## config.mk

```make
export PLATFORM = sky130hd
export DESIGN_NAME = alarm_match_top
export DESIGN_NICKNAME = d
export VERILOG_FILES = /design/src/rtl/alarm_cmp_pkg.sv /design/src/rtl/alarm_regfile.sv /design/src/rtl/alarm_field_cmp.sv /design/src/rtl/alarm_flag.sv /design/src/rtl/alarm_match_top.sv
export SDC_FILE = /design/constraint.sdc
export NUM_CORES = 1
export LEC_CHECK = 0
export BUFFER_PORTS_ARGS = -buffer_cell sky130_fd_sc_hd__buf_4
export CORE_ASPECT_RATIO = 1.75
export CORE_MARGIN = 2
export CORE_UTILIZATION = 35
export DETAILED_ROUTE_END_ITERATION = 7
export PLACE_DENSITY = 0.64
export SLEW_MARGIN = 20
export SYNTH_ARGS = -nofsm -noshare
export SYNTH_HDL_FRONTEND = slang
export SYNTH_SLANG_ARGS = --single-unit
```

## constraint.sdc

```tcl
create_clock -name clk_i -period 2.8 [get_ports clk_i]
set_input_delay 0.28 -clock clk_i [delete_from_list [all_inputs] [get_ports clk_i]]
set_output_delay 0.28 -clock clk_i [all_outputs]
set_load 0.005 [all_outputs]
```

## src/rtl/alarm_cmp_pkg.sv

```systemverilog
package alarm_cmp_pkg;
  localparam int unsigned ALM_FIELDS = 5;
  localparam int unsigned ALM_REG_W  = 8;
  localparam int unsigned ALM_VAL_W  = ALM_REG_W - 1;
  localparam int unsigned ALM_SEL_W  = $clog2(ALM_FIELDS);

  typedef enum logic [ALM_SEL_W-1:0] {
    FLD_SEC   = 3'd0,
    FLD_MIN   = 3'd1,
    FLD_HOUR  = 3'd2,
    FLD_MDAY  = 3'd3,
    FLD_MONTH = 3'd4
  } alm_field_e;

  localparam logic [ALM_REG_W-1:0] ALM_RESET_VAL = {1'b1, {ALM_VAL_W{1'b0}}};
endpackage

```

## src/rtl/alarm_regfile.sv

```systemverilog
module alarm_regfile #(
  parameter int unsigned N     = alarm_cmp_pkg::ALM_FIELDS,
  parameter int unsigned W     = alarm_cmp_pkg::ALM_REG_W,
  parameter int unsigned SEL_W = alarm_cmp_pkg::ALM_SEL_W
) (
  input  logic             clk_i,
  input  logic             rst_ni,
  input  logic             wr_stb_i,
  input  logic             wr_allow_i,
  input  logic [SEL_W-1:0] wr_sel_i,
  input  logic [W-1:0]     wr_data_i,
  input  logic [SEL_W-1:0] rd_sel_i,
  output logic [W-1:0]     rd_data_o,
  output logic [N*W-1:0]   regs_o
);
  logic [W-1:0] reg_q [N];
  logic         wr_ok;
  logic         sel_bad;

  assign wr_ok   = wr_stb_i & wr_allow_i;
  assign sel_bad = ({1'b0, wr_sel_i} >= (SEL_W+1)'(N));

  for (genvar g = 0; g < N; g++) begin : g_reg
    logic we;
    assign we = wr_ok && (wr_sel_i == SEL_W'(g));

    always_ff @(posedge clk_i) begin
      if (!rst_ni)  reg_q[g] <= alarm_cmp_pkg::ALM_RESET_VAL;
      else if (we)  reg_q[g] <= wr_data_i;
    end

    assign regs_o[g*W +: W] = reg_q[g];

    // a permitted write lands in the selected register
    p_store_r5 : assert property (@(posedge clk_i) disable iff (!rst_ni)
      (wr_stb_i && wr_allow_i && wr_sel_i == SEL_W'(g)) |=> (regs_o[g*W +: W] == $past(wr_data_i)));
  end

  always_comb begin
    rd_data_o = '0;
    for (int i = 0; i < N; i++) begin
      if (rd_sel_i == SEL_W'(i)) rd_data_o = reg_q[i];
    end
  end

  // no permit, no change
  p_locked_r5 : assert property (@(posedge clk_i) disable iff (!rst_ni)
    !(wr_stb_i && wr_allow_i) |=> $stable(regs_o));

  // selects out of range leave every register alone
  p_badsel_r9 : assert property (@(posedge clk_i) disable iff (!rst_ni)
    (wr_stb_i && sel_bad) |=> $stable(regs_o));
endmodule

```

## src/rtl/alarm_field_cmp.sv

```systemverilog
module alarm_field_cmp #(
  parameter int unsigned W = alarm_cmp_pkg::ALM_REG_W
) (
  input  logic [W-1:0] alarm_i,
  input  logic [W-2:0] now_i,
  output logic         hit_o
);
  logic ignore;
  assign ignore = alarm_i[W-1];
  assign hit_o  = ignore | (alarm_i[W-2:0] == now_i);
endmodule

```

## src/rtl/alarm_flag.sv

```systemverilog
module alarm_flag (
  input  logic clk_i,
  input  logic rst_ni,
  input  logic tick_i,
  input  logic match_i,
  input  logic flag_rd_i,
  input  logic irq_en_i,
  output logic flag_o,
  output logic irq_o
);
  logic flag_q;
  logic set_now;

  assign set_now = tick_i & match_i;

  always_ff @(posedge clk_i) begin
    if (!rst_ni)        flag_q <= 1'b0;
    else if (set_now)   flag_q <= 1'b1;
    else if (flag_rd_i) flag_q <= 1'b0;
  end

  assign flag_o = flag_q;
  assign irq_o  = flag_q & irq_en_i;

  // a set on the strobe wins, read or not
  p_set_on_match_r2 : assert property (@(posedge clk_i) disable iff (!rst_ni)
    (tick_i && match_i) |=> flag_o);

  // read without set clears
  p_read_clears_r3 : assert property (@(posedge clk_i) disable iff (!rst_ni)
    (flag_rd_i && !(tick_i && match_i)) |=> !flag_o);

  // without the strobe the flag can only fall
  p_no_tick_no_set_r7 : assert property (@(posedge clk_i) disable iff (!rst_ni)
    (!tick_i && !flag_o) |=> !flag_o);

  // a disabled interrupt never requests
  p_irq_gated_r4 : assert property (@(posedge clk_i) disable iff (!rst_ni)
    !irq_en_i |-> !irq_o);
endmodule

```

## src/rtl/alarm_match_top.sv

```systemverilog
module alarm_match_top #(
  parameter int unsigned N     = alarm_cmp_pkg::ALM_FIELDS,
  parameter int unsigned REG_W = alarm_cmp_pkg::ALM_REG_W,
  localparam int unsigned VAL_W = REG_W - 1,
  localparam int unsigned SEL_W = $clog2(N)
) (
  input  logic               clk_i,
  input  logic               rst_ni,
  input  logic               wr_stb_i,
  input  logic               wr_allow_i,
  input  logic [SEL_W-1:0]   wr_sel_i,
  input  logic [REG_W-1:0]   wr_data_i,
  input  logic [SEL_W-1:0]   rd_sel_i,
  output logic [REG_W-1:0]   rd_data_o,
  input  logic [N*VAL_W-1:0] now_time_i,
  input  logic               sec_tick_i,
  input  logic               flag_rd_i,
  input  logic               irq_en_i,
  output logic               alarm_flag_o,
  output logic               irq_o
);
  localparam int unsigned SEC_IDX = int'(alarm_cmp_pkg::FLD_SEC);

  logic [N*REG_W-1:0] regs;
  logic [N-1:0]       hit;
  logic               sec_ignored;
  logic               match;

  alarm_regfile #(.N(N), .W(REG_W), .SEL_W(SEL_W)) u_regs (
    .clk_i      (clk_i),
    .rst_ni     (rst_ni),
    .wr_stb_i   (wr_stb_i),
    .wr_allow_i (wr_allow_i),
    .wr_sel_i   (wr_sel_i),
    .wr_data_i  (wr_data_i),
    .rd_sel_i   (rd_sel_i),
    .rd_data_o  (rd_data_o),
    .regs_o     (regs)
  );

  for (genvar g = 0; g < N; g++) begin : g_cmp
    alarm_field_cmp #(.W(REG_W)) u_cmp (
      .alarm_i (regs[g*REG_W +: REG_W]),
      .now_i   (now_time_i[g*VAL_W +: VAL_W]),
      .hit_o   (hit[g])
    );
  end

  assign sec_ignored = regs[SEC_IDX*REG_W + REG_W - 1];
  assign match       = (&hit) & ~sec_ignored;

  alarm_flag u_flag (
    .clk_i     (clk_i),
    .rst_ni    (rst_ni),
    .tick_i    (sec_tick_i),
    .match_i   (match),
    .flag_rd_i (flag_rd_i),
    .irq_en_i  (irq_en_i),
    .flag_o    (alarm_flag_o),
    .irq_o     (irq_o)
  );

  // an ignored seconds field blocks every match
  p_sec_ignored_r6 : assert property (@(posedge clk_i) disable iff (!rst_ni)
    (sec_ignored && !alarm_flag_o) |=> !alarm_flag_o);

  // flag is low on the cycle after reset
  p_reset_flag_r1 : assert property (@(posedge clk_i)
    !rst_ni |=> !alarm_flag_o);
endmodule

```

## Yosys cells after proc, flatten, opt, wreduce, memory -nomap -nowiden

Memory sizes are Yosys's and may differ from the RTL's.
Index checks and enable logic that the tools add are counted.

- Memories kept: 1
- Word-level logic and storage cells: 67
- Memory bits (writable): 40
- Bits of input ports: 56
- Output and inout bits: 10
- Register bits: 1

Memories:

| name | words | width | read ports | clocked after memory_dff | wr ports | RTL line | text |
|---|---|---|---|---|---|---|---|
| u_regs.reg_q | 5 | 8 | 5 | 0 | 5 | alarm_regfile.sv:16 | `logic [W-1:0] reg_q [N];` |

- Equality and inequality tests: 13
- Muxes and demuxes: 28
- Reductions and logical operators: 9
- Bitwise operators: 15

Operator list:

| operator | number |
|---|---|
| 8-bit 2-to-1 mux | 10 |
| 7-bit == test | 5 |
| 1-bit 2-to-1 mux | 18 |
| 3-bit by 2-bit == test with 1-bit output (second input constant) | 4 |
| 1-bit OR | 10 |
| 3-bit by 1-bit == test with 1-bit output (second input constant) | 2 |
| 3-bit == test (second input constant) | 2 |
| 3-bit logical NOT | 2 |
| 1-bit logical AND | 5 |
| 5-bit AND reduction | 1 |
| 1-bit AND | 4 |
| 2-bit nonzero test | 1 |
| 1-bit inverter | 1 |

## Logic depth before layout (Yosys ltp)

Gate-level depths: netlist of run 1.

- Word-level depth: 6
- Depth in mapped cells: 5
- Mapped depth without buffers: 5

## Modules after synthesis

From an unflattened synthesis of run 1, not the netlist that was laid out.

- Cells, all modules: 190
- Area total of the unflattened synthesis: 2339.7 um2

Modules (own cells, without submodules):

| module | instances | sequential area each (um2) | cells an instance | area each (um2) |
|---|---|---|---|---|
| alarm_regfile | 1 | 1201.2 | 137 | 1888.1 |
| alarm_field_cmp | 5 | 0.0 | 9 | 77.6 |
| alarm_flag | 1 | 20.0 | 5 | 47.5 |
| alarm_match_top | 1 | 0.0 | 3 | 16.3 |

## Worst setup path after synthesis of run 1

No wires, ideal clock.

- Kind: in2reg
- Start: in wr_sel_i[0]
- End: mem u_regs.reg_q[0][0] (netlist bit), enable pin
- Path slack: 1008 ps
- Cell stages on the path: 2
- Data required time: 2416 ps
- Library setup time: 384 ps
- Arrival time: 1408 ps
- Buffers on the path: 0
- Cell sequence: or3b_2 o21ai_0

RTL lines:

| item | RTL line | text |
|---|---|---|
| start, declared | alarm_match_top.sv:11 | `input logic [SEL_W-1:0] wr_sel_i,` |
| end, declared | alarm_regfile.sv:16 |  |

==> results.md, run 1 <==
* Status: finished clean
* CTS tree: built
* Crit path launch type: flip-flop
* CP startpoint: u_regs.reg_q[1][6]$_SDFFCE_PN0P_
* Fin area at roughly 3100 sq um
* Post-layout util at roughly 48%
* First-pass iteration count of the detailed router at 4
* Shortest period the worst path allows at 1.93 ns
* Worst r2r dst: u_flag.flag_o$_SDFFE_PN0P_
* DP Wirelength at between 4 and 5 mm
* Slew margin rel. at between 40 and 50%
* Hold WS at around 0.27 ns
* Inserted Clock Buffers at 5
* Setup bufs post-CTS at 0
* Diode count at 0
* Share of layout cells above drive strength 1 at about a third
* Vias in the first global route at roughly 1900
* Total GRT Usage at ~17%
* Drt via density at between 4 and 5
* Die H at around 110 microns
* Maximum clock path buffer count at 2
* Main synth FF type: edfxtp_1
* Max Cap Viol at 0
* Worst-path fanout max at 2
* DIE WIDTH at approximately 65 microns
* Slew @ Worst Pin at around 0.83 ns
* Finished Layout Cells at ~340
* Register area share after synthesis at between 50% and 60%
* Total congestion overflow at 0
* Syn. warnings at 0
* Post-Syn Instances at roughly 190
* Antenna violations before repair at 0
* Pwr per Cell Area at approximately 520 nW/um^2
* Flop pwr share at about 46%
* CP Data Arrival Time at 2.15 ns
* Clock power share at between 40% and 50%
* Resized cells post-CTS at 0
* Worst setup slack after layout at just under 0.9 ns
* Post-synthesis register bit count at 41
* Mapped cell area at between 2000 and 2500 sq um
* Setup TNS at 0 ns
* R2R depth at 5
* Inst Count DP at 335
* Routed WL at 5.86 mm
* Worst Skew at approximately 0.0030 ns
* Final Hold Fails at 0
* Avg WL per Cell at 17.1 microns
* Setup WS pre-CTS at ~0.85 ns
* Rows at 39
* Overall power at 1.60 mW
* Max Slew Vio Count at 0
* Worst EP required at 3.02 ns
* Global-route wire length before repair at 9.20 mm
* EDFF count, synth at 40
* Setup violators final at 0
* Hold_buf cts at 0
* Reg-to-reg setup timing slack at slightly below 0.9 ns
* Synth Area per Inst at ~12 sq um
* Achievable frequency at a little over 0.5 GHz
* Initial Util at 35.6%
* # IOs at 66
* Drc violations at 0
* WS Path Type: reg -> reg
* Asr flop ratio synth at 0%
* CP Capture Type: flip-flop
* Layout Nets at about 320
* Mapped Nets at 243
* Routability cong. at 0.865
* Die footprint at between 7000 and 8000 sq um
* Switching pwr at approximately 350 uW
* Root Buffer: clkbuf_16
* Clk slew on worst S/H paths at roughly 0.06 ns
* HP Class: in -> reg
* Tcrit/Tclk final at 69.1%
* Vias at 1657
* Clk sinks at 41
* I/O Buffers at between 60 and 70
* Logic pwr share at roughly 14%
* Critical path endpoint: u_flag.flag_o$_SDFFE_PN0P_
* P_int at between 1 and 1.5 mW
* Final ANT Viol Nets at 0
* P&R area growth vs syn at 33.8%
* Peak VDD IR at ~0.19 mV
* DRT iter0 DRCs at 57
* Clock latency on the worst-skew pair at 0.28 ns
* Fillcell total at 630
* Distinct cells, synth at 29
* Pin count of the biggest net entering global routing at 14
* Worst reg2reg path startpoint: u_regs.reg_q[1][6]$_SDFFCE_PN0P_
* CTS H-tree lvls at 2
* Lkg Pwr at about 1.2 nW
* Core area at between 6000 and 7000 sq um
* Switching share of power at between 20 and 25%
* Dpl cell area at between 2000 and 3000 sq um
* RSZ-0062 raised after global routing: false
area by class of cell:
type,instances,area [sq um],share of cell area [%]
Sequential cell,41,1220,39.8
Timing Repair Buffer,69,518,16.9
Clock buffer,5,125,4.08
Multi-Input combinational cell,134,1030,33.5
Clock inverter,3,41.3,1.35
Inverter,9,33.8,1.10
Tap cell,82,103,3.34
placed cells by master, fill, tap and decap left out:
| cell | Yosys | layout |
|---|---|---|
| nor3_2 | 1 | 1 |
| nor3b_1 | 1 | 1 |
| mux4_2 | 7 | 7 |
| o21ai_1 | 1 | 1 |
| nand2_1 | 12 | 12 |
| clkbuf_16 | 0 | 5 |
| edfxtp_1 | 40 | 40 |
| xor2_1 | 21 | 21 |
| nor2_1 | 3 | 3 |
| nor4_1 | 5 | 5 |
| bufinv_16 | 0 | 1 |
| o21ai_0 | 11 | 11 |
| xnor2_1 | 14 | 14 |
| clkinv_1 | 0 | 1 |
| or4_1 | 1 | 1 |
| or3_1 | 4 | 4 |
| and2_1 | 36 | 36 |
| clkinvlp_4 | 0 | 1 |
| dfxtp_1 | 1 | 1 |
| nand3b_1 | 2 | 2 |
| nor3_1 | 1 | 1 |
| buf_4 | 0 | 69 |
| mux4_1 | 1 | 1 |
| o31ai_1 | 1 | 1 |
| inv_1 | 9 | 9 |
| or3b_2 | 1 | 1 |
| nor2_2 | 1 | 1 |
| a41oi_1 | 4 | 4 |
| nand3_1 | 1 | 1 |
| nand4_1 | 1 | 1 |
| nand2b_1 | 2 | 2 |
| or2_2 | 2 | 2 |
worst max-delay path, cell delays in order (launching register included):
cell      delay, ns
edfxtp_1       0.40
xor2_1         0.18
nor4_1         0.46
a41oi_1        0.16
or4_1          0.55
o21ai_1        0.12
flip-flops by register name, summed over array words and instances, names as in the netlist:
name,cells
u_regs.reg_q,40
u_flag.flag_o,1
routing by layer:
metal / GRT usage (%) / vias to the layer above / share of wire (%)
met1: 15.8 / 772 / 32
met3: 2.54 / 17 / 4.2
met2: 34.9 / 56 / 60
met4: 9.03 / 0 / 3.8
met5: 0 / - / 0
li1: - / 812 / -
synthesized netlist by cell type (all sizes together), types with 4 or more instances:
library cell  instances  area (sq um)
mux4                  8           184
inv                   9          33.8
a41oi                 4          35.0
xor2                 21           184
o21ai                12          60.1
edfxtp               40          1200
nor2                  4          17.5
nor4                  5          31.3
xnor2                14           123
and2                 36           225
nand2                12          45.0
or3                   4          25.0
how the worst min path moves through the flow:
stage,startpoint,end,slack [ns],cells after the start
floorplan,rst_ni,u_flag.flag_o$_SDFFE_PN0P_,0.43,2
global placement,u_flag.flag_o$_SDFFE_PN0P_,u_flag.flag_o$_SDFFE_PN0P_,0.50,2
detailed placement,u_flag.flag_o$_SDFFE_PN0P_,u_flag.flag_o$_SDFFE_PN0P_,0.50,2
CTS,flag_rd_i,u_flag.flag_o$_SDFFE_PN0P_,0.27,3
global route,flag_rd_i,u_flag.flag_o$_SDFFE_PN0P_,0.29,3
finish,flag_rd_i,u_flag.flag_o$_SDFFE_PN0P_,0.27,3
power by group through the flow:
stage / Combinational (mW) / Clock [mW] / Sequential (mW)
5_1_grt: 0.245 / 0.665 / 0.742
3_5_place_dp: 0.227 / 0 / 0.752
4_1_cts: 0.227 / 0.649 / 0.739
2_1_floorplan: 0.103 / 0 / 0.740
3_3_place_gp: 0.225 / 0 / 0.751
6_report: 0.224 / 0.641 / 0.739
cell families after synthesis:
logic type | count (synthesis) | synth area share (%)
flip-flops | 41 | 53.2
AND/OR/NAND/NOR | 74 | 18.9
multiplexers | 8 | 8.02
buffers and inverters | 12 | 2.02
AO/OA/AOI/OAI | 17 | 4.47
XOR/XNOR | 35 | 13.4
Power figures use the tool's default switching activity.
==> run 2, diff against run 1 <==
==> constraint.sdc (replaced) <==
create_clock -name clk_i -period 1.9 [get_ports clk_i]
set_input_delay 0.19 -clock clk_i [delete_from_list [all_inputs] [get_ports clk_i]]
set_output_delay 0.19 -clock clk_i [all_outputs]
set_load 0.005 [all_outputs]
==> run 2 against run 1 <==
  * Worst hold slack worse by 0.086 ns
  * Critical endpoint unchanged
  * Critical path depth unchanged
  * Largest cell class unchanged
  * Clock skew down 0.0010 ns
  * Combinational power up 50%
==> results.md, run 2 (synthesis results as in run 1) <==
* Status: finished clean
* Max Slew Vio Count at 0
* Rows at 39
* Core area at approximately 6400 sq um
* Vias at 1664
* Vias in the first global route at 1834
* Achievable frequency at 0.572 GHz
* Inserted Clock Buffers at 5
* Max Cap Viol at 0
* Antenna violations before repair at 0
* Drt via density at about 4.8
* Total GRT Usage at roughly 17%
* P&R area growth vs syn at 33.5%
* Slew @ Worst Pin at 0.503 ns
* Busiest layer in global routing: met2
* P_int at about 1.7 mW
* CTS H-tree lvls at 2
* Share of layout cells above drive strength 1 at between 30% and 40%
* Maximum clock path buffer count at 2
* Routed WL at ~6 mm
* Clock power share at roughly 36%
* DIE WIDTH at about 65 microns
* Grt met1 use at around 17%
* Hold WS at ~0.18 ns
* Tcrit/Tclk final at between 90% and 100%
* CP Capture Type: flip-flop
* Global-route wire length before repair at slightly above 9 mm
* Avg WL per Cell at 17.0 microns
* CP startpoint: u_regs.reg_q[2][6]$_SDFFCE_PN0P_
* Clk sinks at between 40 and 50
* Initial Util at between 30 and 40%
* Fin area at around 3100 sq um
* Final Hold Fails at 0
* Drc violations at 0
* Worst EP required at 2.11 ns
* DRT iter0 DRCs at between 80 and 90
* Worst reg2reg path startpoint: u_regs.reg_q[2][6]$_SDFFCE_PN0P_
* Hold_buf cts at 0
* Finished Layout Cells at about 350
* Worst Skew at roughly 0.0020 ns
* Dpl cell area at slightly below 3000 sq um
* Setup WS pre-CTS at 0.0490 ns
* Flop pwr share at about half
* CTS tree: built
* # IOs at 66
* Cell Chain, Critical Path: xor2_1 -> nor4_1 -> a41oi_1 -> or4_1 -> o21ai_1
* Clk slew on worst S/H paths at around 0.050 ns
* M3 GR Usage at 2.34%
* Logic pwr share at approximately 15%
* Slowest library cell on the worst path: or4_1
* Most frequent cells in the layout: 72 x buf_4, 40 x edfxtp_1, 36 x and2_1
* Switching share of power at 22.3%
* Met2 Use GR at around a third
* HP Class: in -> reg
* Routability cong. at slightly above 0.8
* I/O Buffers at between 60 and 70
* Die footprint at 7250 sq um
* Slew margin rel. at 66.3%
* Final ANT Viol Nets at 0
* DP Wirelength at 4.95 mm
* Commonest non-fill, non-tap cell in the layout: buf_4
* Total congestion overflow at 0
* Pwr per Cell Area at approximately 720 nW/um^2
* Layout Nets at approximately 320
* HP Start: flag_rd_i
* Worst-path fanout max at 2
* Most flop-heavy register: u_regs.reg_q
* Largest delay share family, worst path: simple AND/OR/NAND/NOR gates
* Max reg flops at 40
* Inst Count DP at roughly 340
* Buf/Inv on CP at 0
* Clock latency on the worst-skew pair at 0.28 ns
* Crit path launch type: flip-flop
* CP Data Arrival Time at 1.96 ns
* Overall power at between 2 and 2.5 mW
* Setup violators final at 0
* WS Path Type: reg -> reg
* Diode count at 0
* RSZ-0062 raised after global routing: false
* Lkg Pwr at between 1 and 1.5 nW
* First-pass iteration count of the detailed router at 4
* Setup TNS at 0 ns
* Setup bufs post-CTS at 0
* Shortest period the worst path allows at about 1.7 ns
* Die H at between 100 and 150 microns
* Post-layout util at 47.6%
* Root Buffer: clkbuf_16
* Peak VDD IR at roughly 0.35 mV
* Largest stage delay on the critical path at approximately 0.51 ns
* Pin count of the biggest net entering global routing at 12
* Switching pwr at 491 uW
* Worst setup slack after layout at 0.153 ns
## run 2: worst reg2reg max path: stages, from the launching register on
cell and delay, ns:
edfxtp_1 0.42, xor2_1 0.19, nor4_1 0.28, a41oi_1 0.16
or4_1 0.51, o21ai_1 0.12
## run 2: timing repair
action,in CTS,in global routing
endpoints found under the hold margin,0,0
gates resized for setup,0,1
endpoints found under the setup margin,0,1
## run 2: area by class of cell
type | count | area (sq um)
Clock inverter | 1 | 3.75
Clock buffer | 6 | 129
Tap cell | 82 | 103
Fill cell | 621 | 3380
Timing Repair Buffer | 72 | 541
Inverter | 9 | 33.8
Multi-Input combinational cell | 134 | 1030
Sequential cell | 41 | 1220
## run 2: power groups by stage
stage | Sequential [mW] | Clock, mW | Combinational, mW
final | 1.09 | 0.782 | 0.336
after global routing | 1.09 | 0.822 | 0.368
after CTS | 1.09 | 0.794 | 0.338
after detailed placement | 1.11 | 0 | 0.337
after global placement | 1.10 | 0 | 0.336
after floorplan | 1.09 | 0 | 0.152
## run 2: per-layer routing
metal | routed length (microns) | up-vias | share of wire, %
met5 | 0 | - | 0
met3 | 223 | 10 | 3.8
li1 | - | 818 | -
met4 | 174 | 0 | 3.0
met1 | 1940 | 784 | 33
met2 | 3530 | 52 | 60
## run 2: path summary, 6_finish.rpt
| check | end | slack (ns) | cells past startpoint |
|---|---|---|---|
| max | u_flag.flag_o$_SDFFE_PN0P_ | 0.15 | 5 |
| min | u_flag.flag_o$_SDFFE_PN0P_ | 0.18 | 3 |
| max reg2reg | u_flag.flag_o$_SDFFE_PN0P_ | 0.15 | 5 |
| min reg2reg | u_flag.flag_o$_SDFFE_PN0P_ | 0.52 | 2 |
==> run 3, diff against run 2 <==
--- a/config.mk
+++ b/config.mk
@@ -10,7 +10,7 @@
 export CORE_MARGIN = 2
 export CORE_UTILIZATION = 35
 export DETAILED_ROUTE_END_ITERATION = 7
-export PLACE_DENSITY = 0.64
+export PLACE_DENSITY = 0.66
 export SLEW_MARGIN = 20
 export SYNTH_ARGS = -nofsm -noshare
 export SYNTH_HDL_FRONTEND = slang
==> constraint.sdc (replaced) <==
create_clock -name clk_i -period 1.4 [get_ports clk_i]
set_input_delay 0.14 -clock clk_i [delete_from_list [all_inputs] [get_ports clk_i]]
set_output_delay 0.14 -clock clk_i [all_outputs]
set_load 0.005 [all_outputs]
==> run 3 against run 2 <==
  * The run now ends with negative setup slack left
  * Clock skew about the same
  * Largest cell class unchanged
  * Utilization up 4.6 points
  * Global-route usage down 0.41 points
  * Highest routed layer unchanged
  * Maximum frequency about the same
  * Total power up 50%
  * Via count up 6.1%
  * Combinational power up 62%
==> results.md, run 3 (synthesis results as in run 1) <==
* CTS H-tree lvls at 2
* Initial Util at between 30% and 40%
* Largest stage delay on the critical path at 0.53 ns
* Pwr per Cell Area at between 900 and 1000 nW/um^2
* Maximum clock path buffer count at 2
* Commonest non-fill, non-tap cell in the layout: buf_4
* Tcrit/Tclk final at 125%
* DIE WIDTH at about 65 microns
* CP Capture Type: flip-flop
* Max Cap Viol at 0
* Core area at 6440 sq um
* Multi-input logic area at 1070 sq um
* Layout Nets at between 300 and 400
* Die H at roughly 110 microns
* Vias in the first global route at 1859
* CTS tree: built
* Root Buffer: clkbuf_16
* Worst-path fanout max at 2
* Total congestion overflow at 0
* HP Start: wr_data_i[7]
* CP Data Arrival Time at roughly 2.0 ns
* Clock latency on the worst-skew pair at between 0.2 and 0.3 ns
* Avg WL per Cell at between 15 and 20 microns
* Logic pwr share at between 10% and 20%
* Inserted Clock Buffers at 5
* HP Class: in -> reg
* Register area at around 1200 sq um
* P_int at 2.58 mW
* Routability cong. at 0.844
* Fillcell total at 582
* Clock power share at about two fifths
* Cell Chain, Critical Path: xor2_1 -> nor4_1 -> a41oi_1 -> or4_1 -> o21ai_1
* Global-route wire length before repair at approximately 9.1 mm
* CP startpoint: u_regs.reg_q[2][1]$_SDFFCE_PN0P_
* DRT iter0 DRCs at 51
* Final ANT Viol Nets at 0
* Finished Layout Cells at 372
* Setup violators final at 9
* Failing checks: negative setup slack
* Worst reg2reg path startpoint: u_regs.reg_q[2][1]$_SDFFCE_PN0P_
* Lkg Pwr at around 1.4 nW
* Hold_buf cts at 0
* Clk slew on worst S/H paths at 0.06 ns
* Crit path launch type: flip-flop
* Shortest period the worst path allows at approximately 1.7 ns
* Achievable frequency at ~0.57 GHz
* # IOs at 66
* Peak VDD IR at 0.797 mV
* First-pass iteration count of the detailed router at 4
* Overall power at 3.30 mW
* Switching share of power at a little over a fifth
* Most frequent cells in the layout: 95 x buf_4, 40 x edfxtp_1, 36 x and2_1
* Worst EP required at between 1.5 and 2 ns
* WS Path Type: reg -> reg
* Final Hold Fails at 0
* Max reg flops at 40
* Slew @ Worst Pin at a little under 0.3 ns
* Slowest library cell on the worst path: or4_1
* Flop pwr share at between 40% and 50%
* Clk sinks at 41
* Rows at 39
* Slew margin rel. at between 80% and 90%
* Hold WS at ~0.17 ns
* Vias at approximately 1800
* RSZ-0062 raised after global routing: true
* Diode count at 0
* Antenna violations before repair at 0
* Drt via density at approximately 4.7
* Inst Count DP at 361
* Routed WL at slightly below 6 mm
* DP Wirelength at roughly 5 mm
* P&R area growth vs syn at 46.3%
* Die footprint at between 7000 and 8000 sq um
* Max Slew Vio Count at 0
* Switching pwr at a little over 700 uW
* Drc violations at 0
* Worst Skew at approximately 0.0024 ns
* Pin count of the biggest net entering global routing at 14
* Most flop-heavy register: u_regs.reg_q
* Share of layout cells above drive strength 1 at a little under half
* Status: complete, but fails checks
* Worst setup slack after layout at -0.348 ns
* Total GRT Usage at between 15 and 20%
* I/O Buffers at 65
run 3: cell count changes in the layout (fill, tap and decap cells not counted), sizes merged:
cell      change
bufinv        +1
buf          +26
clkinvlp      +1
clkbuf        -1
run 3: path summary, 6_finish.rpt:
check	endpoint	slack, ns	cells after the start
max	u_flag.flag_o$_SDFFE_PN0P_	-0.35	5
min	u_regs.reg_q[2][7]$_SDFFCE_PN1P_	0.17	2
max reg2reg	u_flag.flag_o$_SDFFE_PN0P_	-0.35	5
min reg2reg	u_flag.flag_o$_SDFFE_PN0P_	0.56	2
run 3: per-layer routing:
layer	GRT usage (%)	routed length (microns)
met5	0	0
met4	8.33	236
met3	2.84	226
met2	32.8	3470
met1	16.4	2000
run 3: power by group through the flow:
stage | Clock, mW | Combinational, mW | Sequential (mW)
6_report | 1.28 | 0.545 | 1.47
5_1_grt | 1.34 | 0.590 | 1.48
4_1_cts | 1.29 | 0.537 | 1.47
3_5_place_dp | 0 | 0.513 | 1.50
3_3_place_gp | 0 | 0.508 | 1.50
2_1_floorplan | 0 | 0.209 | 1.48
run 3: what timing repair did:
action / in CTS / in global routing
cloned: 0 / 0
endpoints found under the setup margin: 9 / 9
resized for setup: 16 / 10
buffers inserted: 3 / 0
run 3: critical path, delay by kind of cell, from the launching register on:
kind | cells | cell delay [ns]
flops | 1 | 0.40
compound gates | 2 | 0.29
xor+xnor | 1 | 0.16
simple gates | 2 | 0.83
run 3: final cells by class:
cell class	instances	area share, %
sequential	41	36.4
timing repair buffer	98	22.8
inverter	9	1.01
clock inverter	3	1.23
multi-input combinational	134	31.9
clock buffer	5	3.73
tap	82	3.06
run 3: metrics by stage:
stage	util, %	TNS [ns]	area [sq um]	setup WS, ns
after floorplan	-	-0.165	2310	-0.165
after global placement	48.7	-1.13	3140	-0.246
after detailed placement	48.7	-1.40	3140	-0.330
after CTS	51.8	-2.46	3340	-0.350
after global routing	52.1	-2.85	3360	-0.413
final	52.1	-2.41	3360	-0.348
